$ cat config.mk
export PLATFORM = sky130hd
export DESIGN_NAME = mw_store_seq
export DESIGN_NICKNAME = d
export VERILOG_FILES = /design/src/rtl/mw_store_pkg.sv /design/src/rtl/mw_ea_calc.sv /design/src/rtl/mw_walker.sv /design/src/rtl/mw_ctrl.sv /design/src/rtl/mw_store_seq.sv
export SDC_FILE = /design/constraint.sdc
export NUM_CORES = 1
export LEC_CHECK = 0
export BUFFER_PORTS_ARGS = -buffer_cell sky130_fd_sc_hd__buf_2
export CAP_MARGIN = 10
export CORE_MARGIN = 5
export CORE_UTILIZATION = 48
export CTS_CLUSTER_DIAMETER = 80
export CTS_CLUSTER_SIZE = 16
export DETAILED_ROUTE_END_ITERATION = 10
export PLACE_DENSITY = 0.9
export RECOVER_POWER = 50
export SKIP_LAST_GASP = 1
export SYNTH_ARGS = -nofsm -noshare
export SYNTH_HDL_FRONTEND = slang
export SYNTH_SLANG_ARGS = --single-unit
$ cat constraint.sdc
create_clock -name clk -period 2.76 [get_ports clk]
set_input_delay 0.276 -clock clk [delete_from_list [all_inputs] [get_ports clk]]
set_output_delay 0.276 -clock clk [all_outputs]
set_load 0.05 [all_outputs]
$ cat src/rtl/mw_store_pkg.sv
package mw_store_pkg;

  typedef enum logic [1:0] {
    SEQ_IDLE = 2'd0,
    SEQ_RUN  = 2'd1,
    SEQ_DONE = 2'd2
  } seq_state_e;

  localparam int unsigned WORD_BYTES = 4;

endpackage

$ cat src/rtl/mw_ea_calc.sv
module mw_ea_calc #(
  parameter int unsigned ADDR_W = 32,
  parameter int unsigned DISP_W = 16
) (
  input  logic [ADDR_W-1:0] base_i,
  input  logic              base_zero_i,
  input  logic [DISP_W-1:0] disp_i,
  output logic [ADDR_W-1:0] ea_o
);

  logic [ADDR_W-1:0] base_eff;
  logic [ADDR_W-1:0] disp_ext;

  assign base_eff = base_zero_i ? '0 : base_i;

  generate
    if (DISP_W < ADDR_W) begin : g_sext
      assign disp_ext = {{(ADDR_W-DISP_W){disp_i[DISP_W-1]}}, disp_i};
    end else begin : g_trunc
      assign disp_ext = disp_i[ADDR_W-1:0];
    end
  endgenerate

  assign ea_o = base_eff + disp_ext;

endmodule

$ cat src/rtl/mw_walker.sv
module mw_walker #(
  parameter int unsigned ADDR_W = 32,
  parameter int unsigned NREG   = 32,
  parameter int unsigned STEP_B = 4,
  localparam int unsigned IDX_W = $clog2(NREG)
) (
  input  logic              clk,
  input  logic              rst_n,
  input  logic              load_i,
  input  logic [IDX_W-1:0]  load_idx_i,
  input  logic [ADDR_W-1:0] load_addr_i,
  input  logic              step_i,
  output logic [IDX_W-1:0]  idx_o,
  output logic [ADDR_W-1:0] addr_o,
  output logic              last_o
);

  localparam logic [IDX_W-1:0]  LAST_IDX = IDX_W'(NREG - 1);
  localparam logic [ADDR_W-1:0] ADDR_INC = ADDR_W'(STEP_B);

  logic [IDX_W-1:0]  idx_q;
  logic [ADDR_W-1:0] addr_q;

  always_ff @(posedge clk or negedge rst_n) begin
    if (!rst_n) begin
      idx_q  <= '0;
      addr_q <= '0;
    end else if (load_i) begin
      idx_q  <= load_idx_i;
      addr_q <= load_addr_i;
    end else if (step_i && (idx_q != LAST_IDX)) begin
      idx_q  <= idx_q + IDX_W'(1);
      addr_q <= addr_q + ADDR_INC;
    end
  end

  assign idx_o  = idx_q;
  assign addr_o = addr_q;
  assign last_o = (idx_q == LAST_IDX);

  AST_ADDR_STEP: assert property (@(posedge clk) disable iff (!rst_n)
    (step_i && !last_o && !load_i) |=> (addr_o == $past(addr_o) + ADDR_INC))
    else $error("address did not advance by one word");

  AST_IDX_STEP: assert property (@(posedge clk) disable iff (!rst_n)
    (step_i && !last_o && !load_i) |=> (idx_o == $past(idx_o) + IDX_W'(1)))
    else $error("index did not advance by one");

  AST_IDX_HOLD: assert property (@(posedge clk) disable iff (!rst_n)
    (!step_i && !load_i) |=> ($stable(idx_o) && $stable(addr_o)))
    else $error("walker moved without a step");

endmodule

$ cat src/rtl/mw_ctrl.sv
module mw_ctrl
  import mw_store_pkg::*;
(
  input  logic       clk,
  input  logic       rst_n,
  input  logic       start_i,
  input  logic       little_endian_i,
  input  logic       wr_ready_i,
  input  logic       last_i,
  output logic       load_o,
  output logic       step_o,
  output logic       wr_valid_o,
  output logic       busy_o,
  output logic       done_o,
  output logic       align_err_o
);

  seq_state_e state_q, state_d;
  logic       err_q;
  logic       idle;
  logic       accept_start;
  logic       refuse_start;

  assign idle         = (state_q == SEQ_IDLE);
  assign accept_start = idle && start_i && !little_endian_i;
  assign refuse_start = idle && start_i &&  little_endian_i;

  always_comb begin
    state_d = state_q;
    unique case (state_q)
      SEQ_IDLE: if (accept_start) state_d = SEQ_RUN;
      SEQ_RUN:  if (wr_ready_i && last_i) state_d = SEQ_DONE;
      SEQ_DONE: state_d = SEQ_IDLE;
      default:  state_d = SEQ_IDLE;
    endcase
  end

  always_ff @(posedge clk or negedge rst_n) begin
    if (!rst_n) begin
      state_q <= SEQ_IDLE;
      err_q   <= 1'b0;
    end else begin
      state_q <= state_d;
      err_q   <= refuse_start;
    end
  end

  assign load_o      = accept_start;
  assign wr_valid_o  = (state_q == SEQ_RUN);
  assign step_o      = wr_valid_o && wr_ready_i;
  assign busy_o      = (state_q == SEQ_RUN);
  assign done_o      = (state_q == SEQ_DONE);
  assign align_err_o = err_q;

  AST_ERR_ONE_CYCLE: assert property (@(posedge clk) disable iff (!rst_n)
    align_err_o |=> !align_err_o)
    else $error("alignment error longer than one cycle");

  AST_ERR_NO_RUN: assert property (@(posedge clk) disable iff (!rst_n)
    (start_i && little_endian_i && !busy_o && !done_o) |=> !busy_o)
    else $error("little-endian start began a run");

  AST_BUSY_IGNORE: assert property (@(posedge clk) disable iff (!rst_n)
    (busy_o && !step_o) |=> busy_o)
    else $error("run ended without a final handshake");

endmodule

$ cat src/rtl/mw_store_seq.sv
module mw_store_seq
  import mw_store_pkg::*;
#(
  parameter int unsigned ADDR_W = 32,
  parameter int unsigned DISP_W = 16,
  parameter int unsigned REG_W  = 64,
  parameter int unsigned WORD_W = 32,
  parameter int unsigned NREG   = 32,
  localparam int unsigned IDX_W = $clog2(NREG)
) (
  input  logic              clk,
  input  logic              rst_n,
  input  logic              start_i,
  input  logic [IDX_W-1:0]  first_reg_i,
  input  logic [ADDR_W-1:0] base_i,
  input  logic              base_zero_i,
  input  logic [DISP_W-1:0] disp_i,
  input  logic              little_endian_i,
  output logic [IDX_W-1:0]  rf_idx_o,
  input  logic [REG_W-1:0]  rf_data_i,
  output logic              wr_valid_o,
  input  logic              wr_ready_i,
  output logic [ADDR_W-1:0] wr_addr_o,
  output logic [WORD_W-1:0] wr_data_o,
  output logic              busy_o,
  output logic              done_o,
  output logic              align_err_o
);

  localparam logic [IDX_W-1:0] LAST_IDX = IDX_W'(NREG - 1);

  logic [ADDR_W-1:0] ea_w;
  logic              load_w;
  logic              step_w;
  logic              last_w;
  logic [IDX_W-1:0]  idx_w;
  logic [ADDR_W-1:0] addr_w;

  mw_ea_calc #(
    .ADDR_W (ADDR_W),
    .DISP_W (DISP_W)
  ) u_ea (
    .base_i      (base_i),
    .base_zero_i (base_zero_i),
    .disp_i      (disp_i),
    .ea_o        (ea_w)
  );

  mw_walker #(
    .ADDR_W (ADDR_W),
    .NREG   (NREG),
    .STEP_B (WORD_BYTES)
  ) u_walk (
    .clk         (clk),
    .rst_n       (rst_n),
    .load_i      (load_w),
    .load_idx_i  (first_reg_i),
    .load_addr_i (ea_w),
    .step_i      (step_w),
    .idx_o       (idx_w),
    .addr_o      (addr_w),
    .last_o      (last_w)
  );

  mw_ctrl u_ctrl (
    .clk             (clk),
    .rst_n           (rst_n),
    .start_i         (start_i),
    .little_endian_i (little_endian_i),
    .wr_ready_i      (wr_ready_i),
    .last_i          (last_w),
    .load_o          (load_w),
    .step_o          (step_w),
    .wr_valid_o      (wr_valid_o),
    .busy_o          (busy_o),
    .done_o          (done_o),
    .align_err_o     (align_err_o)
  );

  generate
    if (REG_W > WORD_W) begin : g_low_slice
      assign wr_data_o = rf_data_i[WORD_W-1:0];
    end else begin : g_full
      assign wr_data_o = WORD_W'(rf_data_i);
    end
  endgenerate

  assign rf_idx_o  = idx_w;
  assign wr_addr_o = addr_w;

  AST_HOLD_REQ: assert property (@(posedge clk) disable iff (!rst_n)
    (wr_valid_o && !wr_ready_i) |=> (wr_valid_o && $stable(wr_addr_o) && $stable(rf_idx_o)))
    else $error("offered write changed before acceptance");

  AST_FIRST_ADDR: assert property (@(posedge clk) disable iff (!rst_n)
    $rose(busy_o) |-> (wr_addr_o == $past(ea_w) && rf_idx_o == $past(first_reg_i)))
    else $error("first address or index wrong");

  AST_LAST_DONE: assert property (@(posedge clk) disable iff (!rst_n)
    (wr_valid_o && wr_ready_i && rf_idx_o == LAST_IDX) |=> (done_o && !busy_o))
    else $error("no done after final word");

  AST_DONE_PULSE: assert property (@(posedge clk) disable iff (!rst_n)
    done_o |=> !done_o)
    else $error("done longer than one cycle");

  AST_ERR_NO_WRITE: assert property (@(posedge clk) disable iff (!rst_n)
    align_err_o |-> !wr_valid_o)
    else $error("write issued alongside alignment error");

endmodule

### Word-level counts from Yosys, hierarchy flattened

Index checks and enable logic that the tools add are counted.

* add/subtract/negate cells: 3
* equal/unequal tests: 6
* muxes and demuxes: 8
* reductions and logical operators: 10

Operator list (count)
* 32-bit two-way mux: 3
* 32-bit by 3-bit adder with 32-bit output, second input constant: 1
* 32-bit adder: 1
* 5-bit two-way mux: 2
* 1-bit logical AND: 6
* 5-bit by 1-bit adder with 5-bit output, second input constant: 1
* 5-bit == test, second input constant: 1
* 5-bit inequality test, second input constant: 1
* 2-bit two-way mux: 2
* 2-bit inequality test, second input constant: 2
* 2-bit one-hot mux with 2 select lines: 1
* 2-bit by 1-bit == test with 1-bit output, second input constant: 1
* 2-bit == test, second input constant: 1
* 2-bit logical NOT: 1
* 2-bit AND reduction: 1
* 2-bit nonzero test: 1
* 1-bit logical NOT: 1

* register bits after elaboration: 40
* bits of input ports: 123
* output and inout port bits: 73

### Longest topological paths before layout

* depth in word-level cells: 5
* mapped depth: 13
* depth with buffers taken out: 12

### By module

From an unflattened synthesis, not the netlist that was laid out.

* cells, all modules: 559
* area total of the unflattened synthesis: 4529.3 um^2

Modules (own cells, without submodules)
* mw_walker: instances 1, cells each 232, area each 2129.5 um^2
* mw_ea_calc: instances 1, cells each 283, area each 1996.9 um^2
* mw_store_seq: instances 1, cells each 32, area each 240.2 um^2
* mw_ctrl: instances 1, cells each 12, area each 162.7 um^2

### Worst setup path before layout

OpenSTA, ideal clock, no wires.

* path kind: input to register
* start point: in base_zero_i
* end point: reg u_walk.addr_q[30] (netlist: u_walk.addr_o[30])
* setup time: 120 ps
* arrival time: 2592 ps
* required time: 2640 ps
* slack: 48 ps
* stages: 13
* path through: clkbuf_1 > nor2b_1 > ha_1 > inv_1 > fa_1 > nor2b_4 > o211ai_4 > a31oi_4 > a31o_1 > a21oi_4 > a31oi_2 > or4b_1 > and3_1

* word-level cells in the longest chain between the ends: 3

Ends and longest elaborated chain
* start, declared: line mw_store_seq.sv:16 `input logic base_zero_i,`
* 32-bit two-way mux: line mw_ea_calc.sv:14 `assign base_eff = base_zero_i ? '0 : base_i;`
* 32-bit adder: line mw_ea_calc.sv:24 `assign ea_o = base_eff + disp_ext;`
* 32-bit two-way mux: line mw_walker.sv:28 `end else if (load_i) begin`
* end signal, assigned: line mw_walker.sv:30 `addr_q <= load_addr_i;`
* end signal, assigned: line mw_walker.sv:33 `addr_q <= addr_q + ADDR_INC;`
* end, declared: line mw_walker.sv:22 `logic [ADDR_W-1:0] addr_q;`

No other way between the ends.
A chain may end at the register's enable or synchronous reset.

### Worst setup path in the final report

* start point: reg u_walk.idx_q[0] (netlist: u_walk.idx_o[0])
* end point: reg u_walk.addr_q[30] (netlist: u_walk.addr_o[30])

* word-level cells in the longest chain between the ends: 3

Ends and longest elaborated chain
* start, declared: line mw_walker.sv:21 `logic [IDX_W-1:0] idx_q;`
* start signal, assigned: line mw_walker.sv:29 `idx_q <= load_idx_i;`
* start signal, assigned: line mw_walker.sv:32 `idx_q <= idx_q + IDX_W'(1);`
* 5-bit inequality test: line mw_walker.sv:31 `end else if (step_i && (idx_q != LAST_IDX)) begin`
* 1-bit logical AND: line mw_walker.sv:31
* 2-bit nonzero test (no line)

No other way between the ends.

==> impl_results.html <==
<table>
<tr><th>Metric</th><th>Value</th></tr>
<tr><th colspan="2">Run status</th></tr>
<tr><td>Outcome</td><td>finished with violations</td></tr>
<tr><td>Violated checks</td><td>capacitance limit, slew limit</td></tr>
<tr><th colspan="2">STA</th></tr>
<tr><td>Clock tree skew after final layout</td><td>7.61 ps</td></tr>
<tr><td>Hold Worst Slack</td><td>212 ps</td></tr>
<tr><td>Final hold viol count</td><td>0</td></tr>
<tr><td>Achievable clock frequency</td><td>385 MHz</td></tr>
<tr><td>Count of pins over their slew limit</td><td>41</td></tr>
<tr><td>Period minus WS final</td><td>2590 ps</td></tr>
<tr><td>Share of the cycle needed by the critical path after routing</td><td>94.0%</td></tr>
<tr><td>Setup repair after global routing missed its margin</td><td>no</td></tr>
<tr><td>Number of failing setup endpoints in the final timing report</td><td>0</td></tr>
<tr><td>Measured slew at the worst slew-check pin</td><td>2200 ps</td></tr>
<tr><td>Setup TNS</td><td>0 ps</td></tr>
<tr><td>Worst-case setup margin in the final layout</td><td>165 ps</td></tr>
<tr><td>Headroom to the max-slew limit</td><td>-46.4%</td></tr>
<tr><th colspan="2">Layout</th></tr>
<tr><td>P&amp;R area growth vs syn</td><td>14.0%</td></tr>
<tr><td>Layout cell share with drive strength beyond 1</td><td>23.6%</td></tr>
<tr><td>Diodes inserted</td><td>0</td></tr>
<tr><td>Finished Cell Area</td><td>4860 µm²</td></tr>
<tr><td>Commonest cells after routing, fill and taps aside</td><td>sky130_fd_sc_hd__buf_2 (95), sky130_fd_sc_hd__a21oi_1 (60), sky130_fd_sc_hd__nand2_1 (54), sky130_fd_sc_hd__dfrtp_1 (40)</td></tr>
<tr><td>Most common cell after layout, fill and taps aside</td><td>sky130_fd_sc_hd__buf_2</td></tr>
<tr><td>Total Nets Final</td><td>768</td></tr>
<tr><td>Number of standard cells in the layout, taps in and fillers out</td><td>719</td></tr>
<tr><td>Share of the core filled with cells in the final layout</td><td>56.0%</td></tr>
<tr><th colspan="2">Detailed routing</th></tr>
<tr><td>Number of remaining DRC errors</td><td>0</td></tr>
<tr><td>Remaining number of nets flagged by the antenna check after routing</td><td>0</td></tr>
<tr><td>Vias per std cell</td><td>5.74</td></tr>
<tr><td>1st-pass router iterations</td><td>5</td></tr>
<tr><td>Final WL</td><td>11100 µm</td></tr>
<tr><td>Total number of vias</td><td>4128</td></tr>
<tr><td>First DRT Iteration DRCs</td><td>230</td></tr>
<tr><td>Routed len/inst</td><td>15.5 µm</td></tr>
<tr><th colspan="2">Yosys</th></tr>
<tr><td>Cell type with the highest aggregate area in the netlist</td><td>sky130_fd_sc_hd__dfrtp_1</td></tr>
<tr><td>Cell types with the largest area share after synthesis</td><td>sky130_fd_sc_hd__dfrtp_1 (23%), sky130_fd_sc_hd__ha_1 (10%), sky130_fd_sc_hd__a21oi_1 (7.0%), sky130_fd_sc_hd__xnor2_1 (6.6%), sky130_fd_sc_hd__buf_4 (5.8%)</td></tr>
<tr><td>Post-synthesis cell area</td><td>4260 µm²</td></tr>
<tr><td>Register area share after synthesis</td><td>23.5%</td></tr>
<tr><td>Post-synth top flop</td><td>sky130_fd_sc_hd__dfrtp_1</td></tr>
<tr><td>Mean area per synthesized cell</td><td>7.97 µm²</td></tr>
<tr><td>Number of cells produced by synthesis</td><td>535</td></tr>
<tr><td>Fraction of synthesized cell area taken by the top area cell type</td><td>23.5%</td></tr>
<tr><td>Distinct cells, synth</td><td>61</td></tr>
<tr><td>Number of flops mapped to enable cells by yosys</td><td>0</td></tr>
<tr><td>Share of synthesized registers carrying an async set or reset</td><td>100%</td></tr>
<tr><td>Syn Nets</td><td>693</td></tr>
<tr><td>Warnings from Yosys</td><td>0</td></tr>
<tr><td>Total of flip-flops plus latches after synthesis</td><td>40</td></tr>
<tr><th colspan="2">Setup path</th></tr>
<tr><td>Kind of critical path</td><td>reg -&gt; reg</td></tr>
<tr><td>Endpoint arrival time on the critical path</td><td>2780 ps</td></tr>
<tr><td>Cell count of the worst reg-to-reg path</td><td>10</td></tr>
<tr><td>Max incr delay on CP</td><td>430 ps</td></tr>
<tr><td>Crit path required time</td><td>2950 ps</td></tr>
<tr><td>Worst Setup Start Kind</td><td>flop</td></tr>
<tr><td>Kind of capture point of the worst setup path</td><td>flop</td></tr>
<tr><td>Reg-to-Reg Start</td><td>u_walk.idx_o[0]</td></tr>
<tr><td>Cell-by-cell trace of the critical path</td><td>ha_1 -&gt; and3_1 -&gt; ha_1 -&gt; and3b_1 -&gt; and3_2 -&gt; nand4_1 -&gt; nor2_1 -&gt; xnor2_1 -&gt; o21ai_1 -&gt; and3_1</td></tr>
<tr><td>Highest net fanout along the worst path</td><td>7</td></tr>
<tr><td>Worst r2r dst</td><td>u_walk.addr_o[30]</td></tr>
<tr><td>Worst reg-to-reg setup slack</td><td>170 ps</td></tr>
<tr><td>Slowest cell on crit path</td><td>sky130_fd_sc_hd__dfrtp_1</td></tr>
<tr><th colspan="2">Clocking</th></tr>
<tr><td>Clock sinks</td><td>40</td></tr>
<tr><td>Clock-pin slew reported for the worst setup and hold paths after clock tree synthesis</td><td>80 ps</td></tr>
<tr><td>Hold buffer count at cts</td><td>0</td></tr>
<tr><td>Root buffer cell</td><td>sky130_fd_sc_hd__clkbuf_8</td></tr>
<tr><td>H-tree levels</td><td>2</td></tr>
<tr><td>Insertion delay to the later sink of the worst-skew pair</td><td>300 ps</td></tr>
<tr><td>CTS max path bufs</td><td>2</td></tr>
<tr><td>Clock tree from TritonCTS</td><td>built</td></tr>
<tr><td>Number of clock buffers inserted by TritonCTS</td><td>5</td></tr>
<tr><th colspan="2">Min path</th></tr>
<tr><td>Hold WC Path Type</td><td>in -&gt; reg</td></tr>
<tr><td>Hold endpoint</td><td>u_walk.idx_o[0]</td></tr>
<tr><td>Min-Delay Path Depth</td><td>2</td></tr>
<tr><td>Source of the worst hold timing path</td><td>first_reg_i[0]</td></tr>
<tr><th colspan="2">Placement</th></tr>
<tr><td>Routability Congestion</td><td>0.862</td></tr>
<tr><td>Number of port buffers</td><td>99</td></tr>
<tr><td>Worst slack after detailed placement</td><td>-21.4 ps</td></tr>
<tr><td>Instance area after placement</td><td>4760 µm²</td></tr>
<tr><td>Sum of net half-perimeters after detailed placement</td><td>8870 µm</td></tr>
<tr><td>Instance count after placement with tap cells included</td><td>711</td></tr>
<tr><th colspan="2">Global routing</th></tr>
<tr><td>Total Routing Usage GR</td><td>20.2%</td></tr>
<tr><td>GR met3 Demand/Resource</td><td>3.60%</td></tr>
<tr><td>Met2 track utilization from global routing</td><td>33.4%</td></tr>
<tr><td>Largest net degree at the start of global routing</td><td>41</td></tr>
<tr><td>Fraction of met1 tracks used by global routing</td><td>26.3%</td></tr>
<tr><td>Antenna violations before repair</td><td>0</td></tr>
<tr><td>Grt peak-use layer</td><td>met2</td></tr>
<tr><td>Remaining global-route overflow</td><td>0</td></tr>
<tr><td>Number of global-route vias before repair</td><td>4132</td></tr>
<tr><td>Global-route wire length before repair</td><td>19000 µm</td></tr>
<tr><th colspan="2">Power and ir drop</th></tr>
<tr><td>Max IR drop VDD</td><td>361 µV</td></tr>
<tr><td>Sequential share of power</td><td>28.1%</td></tr>
<tr><td>Switching share of power</td><td>55.3%</td></tr>
<tr><td>Switching component of the power</td><td>2.33 mW</td></tr>
<tr><td>Proportion of power drawn by the clock network</td><td>11.3%</td></tr>
<tr><td>P_leak</td><td>2.23 nW</td></tr>
<tr><td>Comb power frac</td><td>60.5%</td></tr>
<tr><td>Power Internal</td><td>1.88 mW</td></tr>
<tr><td>Total chip power</td><td>4.21 mW</td></tr>
<tr><td>Pwr dens</td><td>865 nW/µm²</td></tr>
<tr><th colspan="2">Die</th></tr>
<tr><td>Initial core utilization</td><td>49.1%</td></tr>
<tr><td>Die Footprint</td><td>10900 µm²</td></tr>
<tr><td>Die width</td><td>104 µm</td></tr>
<tr><td>Std-Cell Core Area</td><td>8680 µm²</td></tr>
<tr><td>Top-Level Pins</td><td>196</td></tr>
<tr><td>Die Y-Extent</td><td>104 µm</td></tr>
<tr><td>Total number of placement rows</td><td>34</td></tr>
<tr><th colspan="2">Job</th></tr>
<tr><td>Number of violations of the max-capacitance limit</td><td>1</td></tr>
</table>
[critical path, delay by kind of cell, from the launching register on]
family | cells | cell delay (ps)
fa+ha+maj | 2 | 470
simple gates | 6 | 1380
compound gates | 1 | 70
xor+xnor | 1 | 140
flops | 1 | 430
[logic make-up after synthesis]
logic type      share of synthesized area, %
simple gates                            24.4
compound gates                          22.7
buf+inv                                 9.04
xor+xnor                                9.45
flops                                   23.5
fa+ha+maj                               10.4
mux                                    0.470
[synth_stat cells (2+ instances only)]
cell	count
sky130_fd_sc_hd__clkbuf_1	20
sky130_fd_sc_hd__o21ai_1	8
sky130_fd_sc_hd__nand3_1	16
sky130_fd_sc_hd__o21bai_1	5
sky130_fd_sc_hd__nand3_2	2
sky130_fd_sc_hd__nor2_1	32
sky130_fd_sc_hd__a221o_1	2
sky130_fd_sc_hd__and3_1	12
sky130_fd_sc_hd__and2_1	4
sky130_fd_sc_hd__xnor2_1	32
sky130_fd_sc_hd__ha_1	34
sky130_fd_sc_hd__and4_1	5
sky130_fd_sc_hd__inv_1	11
sky130_fd_sc_hd__buf_4	33
sky130_fd_sc_hd__a21o_1	11
sky130_fd_sc_hd__a31oi_2	2
sky130_fd_sc_hd__nor3_1	8
sky130_fd_sc_hd__nand2_1	54
sky130_fd_sc_hd__a211oi_1	4
sky130_fd_sc_hd__dfrtp_1	40
sky130_fd_sc_hd__nor2b_1	34
sky130_fd_sc_hd__o31a_1	2
sky130_fd_sc_hd__a221oi_1	2
sky130_fd_sc_hd__a41o_1	2
sky130_fd_sc_hd__xor2_1	14
sky130_fd_sc_hd__a21oi_1	60
sky130_fd_sc_hd__o22ai_1	6
sky130_fd_sc_hd__nand2b_1	4
sky130_fd_sc_hd__mux2i_1	2
sky130_fd_sc_hd__a31oi_1	5
sky130_fd_sc_hd__o21ai_0	20
sky130_fd_sc_hd__o31ai_1	2
sky130_fd_sc_hd__a21oi_2	3
sky130_fd_sc_hd__nand4_1	15
sky130_fd_sc_hd__o21a_1	3
[state kept, by name, indices dropped and copies added, names as in the netlist]
register,flops
u_walk.idx_o,5
u_ctrl.state_q,2
u_ctrl.align_err_o,1
u_walk.addr_o,32
[power by group through the flow]
| stage | logic (mW) | clock network, mW | registers (mW) |
|---|---|---|---|
| 6_report | 2.55 | 0.477 | 1.18 |
| 5_1_grt | 2.73 | 0.508 | 1.24 |
| 4_1_cts | 2.55 | 0.480 | 1.18 |
| 3_5_place_dp | 2.54 | 0 | 1.19 |
| 3_3_place_gp | 2.49 | 0 | 1.16 |
| 2_1_floorplan | 1.14 | 0 | 2.03 |
[final cells by class]
type / count / area (µm²)
clock buffer: 6 / 72.6
clock inverter: 2 / 35.0
fill: 784 / 3820
inverter: 11 / 41.3
multi-input combinational: 428 / 2890
sequential: 40 / 1000
tap: 108 / 135
timing repair buffer: 124 / 691
[repair_timing]
item,CTS,global route
endpoints found under the setup margin,0,2
gates resized for setup,0,2
setup buffers,0,0
[per-layer routing]
layer / part of all wire, % / up-vias
li1: - / 2038
met1: 43 / 1910
met2: 48 / 155
met3: 6.7 / 25
met4: 2.0 / 0
met5: 0 / -
[worst max-delay path by stage]
| stage | from | end | slack, ps | depth (start not counted) |
|---|---|---|---|---|
| floorplan | base_zero_i | u_walk.addr_o[30] | 50 | 13 |
| global placement | base_zero_i | u_walk.addr_o[24] | 60 | 14 |
| detailed placement | base_zero_i | u_walk.addr_o[30] | -20 | 14 |
| CTS | u_walk.idx_o[0] | u_walk.addr_o[30] | 120 | 10 |
| global route | base_zero_i | u_walk.addr_o[31] | 20 | 12 |
| finish | u_walk.idx_o[0] | u_walk.addr_o[30] | 170 | 10 |
Note: power is estimated with default switching activity, not from simulation.
